$ cat src/rtl/pp_rf_pkg.sv
package pp_rf_pkg;
  typedef enum logic [1:0] {
    RK_PRIV = 2'd0,
    RK_SHR  = 2'd1,
    RK_BAD  = 2'd2
  } rkind_t;

  localparam int NUM_UNITS = 2;
  localparam int NUM_PORTS = 3;   // read 0, read 1, write
  localparam int UNIT_LS   = 0;
  localparam int UNIT_AR   = 1;
endpackage

$ cat src/rtl/rf_addr_dec.sv
module rf_addr_dec
  import pp_rf_pkg::*;
#(
  parameter int ADDR_W     = 5,
  parameter int PRIV_DEPTH = 8,
  parameter int BANK_DEPTH = 8,
  parameter int IDX_W      = 3
) (
  input  logic [ADDR_W-1:0] addr,
  output rkind_t            kind,
  output logic              bank,
  output logic [IDX_W-1:0]  idx
);
  localparam logic [ADDR_W:0] LIM_PRIV = (ADDR_W+1)'(PRIV_DEPTH);
  localparam logic [ADDR_W:0] LIM_B0   = (ADDR_W+1)'(PRIV_DEPTH + BANK_DEPTH);
  localparam logic [ADDR_W:0] LIM_B1   = (ADDR_W+1)'(PRIV_DEPTH + 2*BANK_DEPTH);

  logic [ADDR_W:0] ax;
  assign ax = {1'b0, addr};

  always_comb begin
    kind = RK_BAD;
    bank = 1'b0;
    idx  = '0;
    if (ax < LIM_PRIV) begin
      kind = RK_PRIV;
      idx  = IDX_W'(ax);
    end else if (ax < LIM_B0) begin
      kind = RK_SHR;
      idx  = IDX_W'(ax - LIM_PRIV);
    end else if (ax < LIM_B1) begin
      kind = RK_SHR;
      bank = 1'b1;
      idx  = IDX_W'(ax - LIM_B0);
    end
  end
endmodule

$ cat src/rtl/rf_bank.sv
module rf_bank #(
  parameter int DATA_W = 32,
  parameter int DEPTH  = 8,
  parameter int IDX_W  = $clog2(DEPTH)
) (
  input  logic              clk,
  input  logic              rst,
  input  logic              we,
  input  logic [IDX_W-1:0]  wa,
  input  logic [DATA_W-1:0] wd,
  input  logic [IDX_W-1:0]  ra0,
  input  logic [IDX_W-1:0]  ra1,
  output logic [DATA_W-1:0] rd0,
  output logic [DATA_W-1:0] rd1
);
  logic [DATA_W-1:0] mem [DEPTH];

  always_ff @(posedge clk) begin
    if (rst) begin
      for (int i = 0; i < DEPTH; i++) mem[i] <= '0;
    end else if (we) begin
      mem[wa] <= wd;
    end
  end

  // write-first bypass on both read ports
  assign rd0 = (we && wa == ra0) ? wd : mem[ra0];
  assign rd1 = (we && wa == ra1) ? wd : mem[ra1];


  write_commit_chk: assert property (@(posedge clk) disable iff (rst)
    we |=> mem[$past(wa)] == $past(wd));


  reset_clear_chk: assert property (@(posedge clk) disable iff (rst)
    ($past(rst) && !we) |-> (rd0 == '0 && rd1 == '0));
endmodule

$ cat src/rtl/pingpong_cluster_rf.sv
module pingpong_cluster_rf
  import pp_rf_pkg::*;
#(
  parameter int DATA_W     = 32,
  parameter int PRIV_DEPTH = 8,
  parameter int BANK_DEPTH = 8,
  parameter int ADDR_W     = 5
) (
  input  logic              clk,
  input  logic              rst,
  input  logic              bank_swap,
  input  logic [ADDR_W-1:0] ls_ra0,
  input  logic [ADDR_W-1:0] ls_ra1,
  input  logic              ls_we,
  input  logic [ADDR_W-1:0] ls_wa,
  input  logic [DATA_W-1:0] ls_wd,
  output logic [DATA_W-1:0] ls_rd0,
  output logic [DATA_W-1:0] ls_rd1,
  output logic              ls_illegal,
  input  logic [ADDR_W-1:0] ar_ra0,
  input  logic [ADDR_W-1:0] ar_ra1,
  input  logic              ar_we,
  input  logic [ADDR_W-1:0] ar_wa,
  input  logic [DATA_W-1:0] ar_wd,
  output logic [DATA_W-1:0] ar_rd0,
  output logic [DATA_W-1:0] ar_rd1,
  output logic              ar_illegal
);
  localparam int MAX_DEPTH = (PRIV_DEPTH > BANK_DEPTH) ? PRIV_DEPTH : BANK_DEPTH;
  localparam int IDX_W     = (MAX_DEPTH > 1) ? $clog2(MAX_DEPTH) : 1;
  localparam int PIDX_W    = (PRIV_DEPTH > 1) ? $clog2(PRIV_DEPTH) : 1;
  localparam int BIDX_W    = (BANK_DEPTH > 1) ? $clog2(BANK_DEPTH) : 1;
  localparam logic [ADDR_W-1:0] A_B0 = ADDR_W'(PRIV_DEPTH);
  localparam logic [ADDR_W-1:0] A_B1 = ADDR_W'(PRIV_DEPTH + BANK_DEPTH);
  localparam logic [ADDR_W-1:0] A_END = ADDR_W'(PRIV_DEPTH + 2*BANK_DEPTH);

  // per-unit, per-port address bundle: ports 0,1 read, port 2 write
  logic [ADDR_W-1:0] addr  [NUM_UNITS][NUM_PORTS];
  logic              u_we  [NUM_UNITS];
  logic [DATA_W-1:0] u_wd  [NUM_UNITS];
  rkind_t            kind  [NUM_UNITS][NUM_PORTS];
  logic              bsel  [NUM_UNITS][NUM_PORTS];
  logic [IDX_W-1:0]  idx   [NUM_UNITS][NUM_PORTS];
  logic              own   [NUM_UNITS];
  logic              legal [NUM_UNITS][NUM_PORTS];
  logic              illeg [NUM_UNITS];
  logic [DATA_W-1:0] prv_rd [NUM_UNITS][2];
  logic [DATA_W-1:0] bnk_rd [2][2];
  logic [DATA_W-1:0] rd     [NUM_UNITS][2];

  assign addr[UNIT_LS][0] = ls_ra0;
  assign addr[UNIT_LS][1] = ls_ra1;
  assign addr[UNIT_LS][2] = ls_wa;
  assign addr[UNIT_AR][0] = ar_ra0;
  assign addr[UNIT_AR][1] = ar_ra1;
  assign addr[UNIT_AR][2] = ar_wa;
  assign u_we[UNIT_LS] = ls_we;
  assign u_we[UNIT_AR] = ar_we;
  assign u_wd[UNIT_LS] = ls_wd;
  assign u_wd[UNIT_AR] = ar_wd;

  // load/store unit owns bank bank_swap, arithmetic unit the other one
  assign own[UNIT_LS] = bank_swap;
  assign own[UNIT_AR] = ~bank_swap;

  for (genvar u = 0; u < NUM_UNITS; u++) begin : g_unit
    for (genvar p = 0; p < NUM_PORTS; p++) begin : g_port
      rf_addr_dec #(
        .ADDR_W(ADDR_W), .PRIV_DEPTH(PRIV_DEPTH),
        .BANK_DEPTH(BANK_DEPTH), .IDX_W(IDX_W)
      ) u_dec (
        .addr(addr[u][p]), .kind(kind[u][p]), .bank(bsel[u][p]), .idx(idx[u][p])
      );
      assign legal[u][p] = (kind[u][p] == RK_PRIV) ||
                           (kind[u][p] == RK_SHR && bsel[u][p] == own[u]);
    end

    assign illeg[u] = !legal[u][0] || !legal[u][1] || (u_we[u] && !legal[u][2]);

    rf_bank #(.DATA_W(DATA_W), .DEPTH(PRIV_DEPTH), .IDX_W(PIDX_W)) u_priv (
      .clk(clk), .rst(rst),
      .we (u_we[u] && kind[u][2] == RK_PRIV),
      .wa (PIDX_W'(idx[u][2])), .wd(u_wd[u]),
      .ra0(PIDX_W'(idx[u][0])), .ra1(PIDX_W'(idx[u][1])),
      .rd0(prv_rd[u][0]), .rd1(prv_rd[u][1])
    );
  end

  // each shared bank has one port set, steered to its owner this cycle
  for (genvar b = 0; b < 2; b++) begin : g_bank
    logic              owner;
    logic              b_we;
    logic [IDX_W-1:0]  b_wa, b_ra0, b_ra1;
    logic [DATA_W-1:0] b_wd;
    assign owner = bank_swap ^ 1'(b);   // 0: load/store, 1: arithmetic
    always_comb begin
      b_we  = 1'b0;
      b_wa  = idx[UNIT_LS][2];
      b_wd  = u_wd[UNIT_LS];
      b_ra0 = idx[UNIT_LS][0];
      b_ra1 = idx[UNIT_LS][1];
      if (owner == 1'b0) begin
        b_we = u_we[UNIT_LS] && kind[UNIT_LS][2] == RK_SHR && bsel[UNIT_LS][2] == 1'(b);
      end else begin
        b_we  = u_we[UNIT_AR] && kind[UNIT_AR][2] == RK_SHR && bsel[UNIT_AR][2] == 1'(b);
        b_wa  = idx[UNIT_AR][2];
        b_wd  = u_wd[UNIT_AR];
        b_ra0 = idx[UNIT_AR][0];
        b_ra1 = idx[UNIT_AR][1];
      end
    end
    rf_bank #(.DATA_W(DATA_W), .DEPTH(BANK_DEPTH), .IDX_W(BIDX_W)) u_shr (
      .clk(clk), .rst(rst), .we(b_we),
      .wa(BIDX_W'(b_wa)), .wd(b_wd),
      .ra0(BIDX_W'(b_ra0)), .ra1(BIDX_W'(b_ra1)),
      .rd0(bnk_rd[b][0]), .rd1(bnk_rd[b][1])
    );
  end

  always_comb begin
    for (int u = 0; u < NUM_UNITS; u++) begin
      for (int p = 0; p < 2; p++) begin
        if (!legal[u][p])                rd[u][p] = '0;
        else if (kind[u][p] == RK_PRIV)  rd[u][p] = prv_rd[u][p];
        else                             rd[u][p] = bnk_rd[own[u]][p];
      end
    end
  end

  assign ls_rd0     = rd[UNIT_LS][0];
  assign ls_rd1     = rd[UNIT_LS][1];
  assign ar_rd0     = rd[UNIT_AR][0];
  assign ar_rd1     = rd[UNIT_AR][1];
  assign ls_illegal = illeg[UNIT_LS];
  assign ar_illegal = illeg[UNIT_AR];


  bad_addr_zero_chk: assert property (@(posedge clk) disable iff (rst)
    (ls_ra0 >= A_END) |-> (ls_illegal && ls_rd0 == '0));


  unowned_read_flag_chk: assert property (@(posedge clk) disable iff (rst)
    (bank_swap && ls_ra0 >= A_B0 && ls_ra0 < A_B1) |-> (ls_illegal && ls_rd0 == '0));


  bank_exclusive_chk: assert property (@(posedge clk) disable iff (rst)
    (ls_ra0 == ar_ra0 && ls_ra0 >= A_B0 && ls_ra0 < A_END) |-> (ls_illegal || ar_illegal));
endmodule

$ cat config.mk
export PLATFORM = sky130hd
export DESIGN_NAME = pingpong_cluster_rf
export DESIGN_NICKNAME = d
export VERILOG_FILES = /design/src/rtl/pp_rf_pkg.sv /design/src/rtl/rf_addr_dec.sv /design/src/rtl/rf_bank.sv /design/src/rtl/pingpong_cluster_rf.sv
export SDC_FILE = /design/constraint.sdc
export NUM_CORES = 2
export LEC_CHECK = 0
export BUFFER_PORTS_ARGS = -buffer_cell sky130_fd_sc_hd__buf_2
export CORE_MARGIN = 4
export CORE_UTILIZATION = 50
export DETAILED_ROUTE_END_ITERATION = 12
export GPL_TIMING_DRIVEN = 0
export MAX_ROUTING_LAYER = met4
export PLACE_DENSITY_LB_ADDON = 0.05
export SYNTH_ARGS = -nofsm -noshare
export SYNTH_HDL_FRONTEND = slang
export SYNTH_HIERARCHICAL = 1
export SYNTH_SLANG_ARGS = --single-unit
$ cat constraint.sdc
create_clock -name clk -period 9.08 [get_ports clk]
set_clock_uncertainty 0.15 [all_clocks]
set_input_delay 0.908 -clock clk [delete_from_list [all_inputs] [get_ports clk]]
set_output_delay 0.908 -clock clk [all_outputs]
set_load 0.005 [all_outputs]
==> results.txt <==
- Clock Power Share: 34.9%
* Synthesized net count: 4187
- The first global-routing pass estimated 307000 µm of wire.
* Mux contribution to synthesized area: 32.7%
- Vias: 39800
* Number of setup violations in the final report: 0
* Via count of the first global-routing pass: 39300
- Fraction of registers with async set or reset after synthesis: 0%
- Number of placed I/O pins: between 200 and 250
- Net switching power of the design: 3760 µW
* Initial antenna violation count: 11
- Post-CTS repair changed the size of 0 cells.
* Port Buffers: 228
* Drc violations: 0
- Entering global routing, the biggest net connects 41 pins.
- Worst slack, placed: 2.47 ns
- The worst setup path is captured at an output pin.
- In the final layout, the share of cells above drive strength 1 is 34.1%.
* Post-Syn Area: 0.0629 mm²
* Synth-to-layout area growth: 11.6%
* Instance count of the mapped netlist: 4070
* Number of sinks handled by clock tree synthesis: 1024
- Die width: 363 µm
* CTS Root Cell: sky130_fd_sc_hd__clkbuf_16
* Overall routing resource usage: about a third
* Worst Hold Class: primary input to flop
- After synthesis, the netlist uses 35 different library cells.
- For this run, the detailed router's first-pass iteration total came to 5.
* Placed cells: between 5000 and 6000
- Flop and latch count out of synthesis: 1024
- Dominant combinational cell family by area after synthesis: multiplexers
* Total core area: ~0.12 mm²
- Hold-fix buffer count after cts: 0
- No sink is reached through more buffers than the 3 on the longest clock path.
- The run finished with clean final reports.
* Reg clk slew, reported paths: 0.06 ns
* Worst vdd ir: 155 µV
- Combinational logic is responsible for 22.2% of the overall power.
* H-Tree Depth: 3
* Placer's final routability congestion estimate: ~0.92
- For this run, the post-layout net count is 4555.
- After routing the design area is 0.0702 mm².
* Post-CTS Setup Inserts: 0
- Registers take 0.0307 mm².
- Timing would allow up to between 0.1 and 0.15 GHz.
- Initial Utilization: 50.6%
- Average wire per cell in the routed design: 35.8 µm
- CP startpoint kind: primary input
* Fraction of the mapped netlist area in simple logic gates: 12.1%
- Among all flip-flop cells after synthesis, the most frequent one is sky130_fd_sc_hd__edfxtp_1.
- Final Hold Viols: 0
- Final core occ: 56.5%
- Share of synthesized area occupied by flip-flops and latches: about half
* Least-Margin Pin Slew: between 1 and 1.5 ns
- Summing the areas of all compound-gate instances in the mapped netlist gives between 2 and 2.5% of the synthesized area.
- Total CTS buffers: 114
- Y dimension of the die: 363 µm
- Of the total synthesized cell area, the portion taken by XOR and XNOR cells is 0.404%.
* Total of fill cells in the finished design: 10100
- The floorplan step defined a die boundary enclosing 0.131 mm².
* Max-cap violation count: 0
- Internal Dissipation: 9270 µW
* Area of the multi-input gates: around 0.03 mm²
- Averaged over all synthesized cells, the footprint is around 15 µm².
* Final non-filler cell total: a little over 6000
- Commonest non-fill, non-tap cells in the layout: 1042 x sky130_fd_sc_hd__and2_1, 1024 x sky130_fd_sc_hd__edfxtp_1, 494 x sky130_fd_sc_hd__mux2_2
* Worst hold path cell count: 2
* RSZ-0062 raised after global routing: no
- The floorplan has between 100 and 150 rows.
- Launch instance of the worst min-delay path: ls_wd[3]
- Number of nets with antenna violations after routing: 0
- Arithmetic-cell share of the synthesized area counting full adders, half adders and majority gates: 0.358%
* Worst Path Arrival: 5.63 ns
- For this run the aggregate overflow at the end of global routing stands at 0.
* Switching power as a share of total power: 28.8%
- Headroom to the max-slew limit came out at 8.11%.
- Setup Total Neg Slack: 0 ns
- Sink of the worst hold path: g_unit[0].u_priv/mem[5][3]$_SDFFCE_PN0P_
* Critical path peak fanout: 10
* Time the final worst path needs with I/O delays and setup: 6.69 ns
- Detailed placement ended at an HPWL of between 150000 and 200000 µm.
- Summed over all cells, the static leakage comes to 0.0255 µW.
- Sequential fraction of design power: between 40 and 50%
- Critical Setup Path Class: primary input to output pin
- The synthesized design contains between 1000 and 1500 enable-type register cells.
- Vias/cell: 6.44
* Max-slew violation total from the final report: 0
* Total placed instance area: approximately 0.067 mm²
- The detailed router finished its first iteration with between 4000 and 5000 violations.
- TritonCTS clock tree: built
- Final setup margin: between 2 and 2.5 ns
- For this design the ratio of total power to cell area is 186 mW/mm².
* Most common library cell in the layout ignoring fill and taps: sky130_fd_sc_hd__and2_1
* Final period util: 73.7%
* WP data required: 8.02 ns
- YS warnings: 6
- Sum of routed wire length over all layers: 221000 µm
## cell type report
cell class | instances | share of cell area, %
sequential | 1024 | 43.8
antenna | 10 | 0.0357
multi-input combinational | 2698 | 42.8
tap | 1637 | 2.92
timing repair buffer | 252 | 2.32
clock inverter | 64 | 0.875
buffer | 336 | 2.92
clock buffer | 145 | 4.23
inverter | 12 | 0.0642
## how the worst max path moves through the flow
stage                    from         end  slack, ns  cells after the start
finish              bank_swap   ar_rd1[9]       2.39                     13
global route        bank_swap   ar_rd0[9]       2.38                     13
CTS                 bank_swap   ar_rd1[7]       2.45                     13
detailed placement  bank_swap   ar_rd1[7]       2.47                     13
global placement    bank_swap   ar_rd0[9]       2.06                     11
floorplan           bank_swap  ar_rd1[10]       4.73                     11
## stage by stage
| step | power [µW] | hold WS [ns] |
|---|---|---|
| finish | 13000 | 0.482 |
| global route | 13400 | 0.473 |
| CTS | 13000 | 0.422 |
| detailed placement | 8520 | 1.22 |
| global placement | 8480 | 1.22 |
| floorplan | 7320 | 0.956 |
## cell usage after synthesis, types with 13 or more instances
cell / n / share of area, %
sky130_fd_sc_hd__buf_8: 23 / 0.55
sky130_fd_sc_hd__xnor2_1: 26 / 0.36
sky130_fd_sc_hd__buf_4: 13 / 0.16
sky130_fd_sc_hd__and2_1: 1042 / 10
sky130_fd_sc_hd__mux4_1: 188 / 7.9
sky130_fd_sc_hd__ha_1: 18 / 0.36
sky130_fd_sc_hd__edfxtp_1: 1024 / 49
sky130_fd_sc_hd__buf_2: 52 / 0.41
sky130_fd_sc_hd__mux2_2: 494 / 8.8
sky130_fd_sc_hd__or2_1: 24 / 0.24
sky130_fd_sc_hd__buf_12: 16 / 0.51
sky130_fd_sc_hd__buf_1: 31 / 0.19
sky130_fd_sc_hd__clkbuf_1: 180 / 1.1
sky130_fd_sc_hd__nor2_1: 152 / 0.91
sky130_fd_sc_hd__mux4_2: 324 / 12
sky130_fd_sc_hd__a211oi_1: 68 / 0.81
sky130_fd_sc_hd__mux2_4: 100 / 2.4
sky130_fd_sc_hd__a211oi_2: 60 / 1.2
sky130_fd_sc_hd__buf_6: 21 / 0.38
sky130_fd_sc_hd__mux2i_1: 128 / 2.0
## critical path, cell delays in order
cell	delay (ns)
sky130_fd_sc_hd__buf_2	0.12
sky130_fd_sc_hd__buf_6	0.24
sky130_fd_sc_hd__buf_2	0.35
sky130_fd_sc_hd__buf_2	0.33
sky130_fd_sc_hd__mux2_2	0.33
sky130_fd_sc_hd__buf_2	0.34
sky130_fd_sc_hd__buf_1	0.60
sky130_fd_sc_hd__mux4_1	0.44
sky130_fd_sc_hd__mux2_2	0.28
sky130_fd_sc_hd__mux2_4	0.31
sky130_fd_sc_hd__mux2i_1	0.97
sky130_fd_sc_hd__a211oi_2	0.19
sky130_fd_sc_hd__buf_2	0.18
## power by group through the flow
stage / clock, µW / sequential (µW) / combinational, µW
after floorplan: 0 / 5640 / 1680
after global placement: 0 / 5680 / 2800
after detailed placement: 0 / 5690 / 2840
after CTS: 4600 / 5590 / 2850
after global routing: 4810 / 5620 / 2970
final: 4540 / 5590 / 2890
## state kept, by name, indices dropped and copies added (netlist names)
signal / count
g_bank.u_shr/mem: 512
g_unit.u_priv/mem: 512
## cell families (layout without fill, tap and decap cells)
kind of cell	after synthesis	in the layout
AO/OA/AOI/OAI	138	138
AND/OR/NAND/NOR	1279	1279
other	0	10
XOR/XNOR	29	29
multiplexers	1234	1234
buffers and inverters	348	809
adder cells (fa/ha/maj)	18	18
flip-flops	1024	1024
## metal layers
layer | wire length, µm | global-route usage, % | share of wire, % | vias up
met5 | 0 | - | 0 | -
met3 | 21300 | 7.56 | 9.6 | 373
met1 | 89200 | 46.3 | 40 | 20800
met4 | 11600 | 14.6 | 5.2 | 0
li1 | - | - | - | 16700
met2 | 99300 | 51.0 | 45 | 2003
Power figures use the tool's default switching activity.
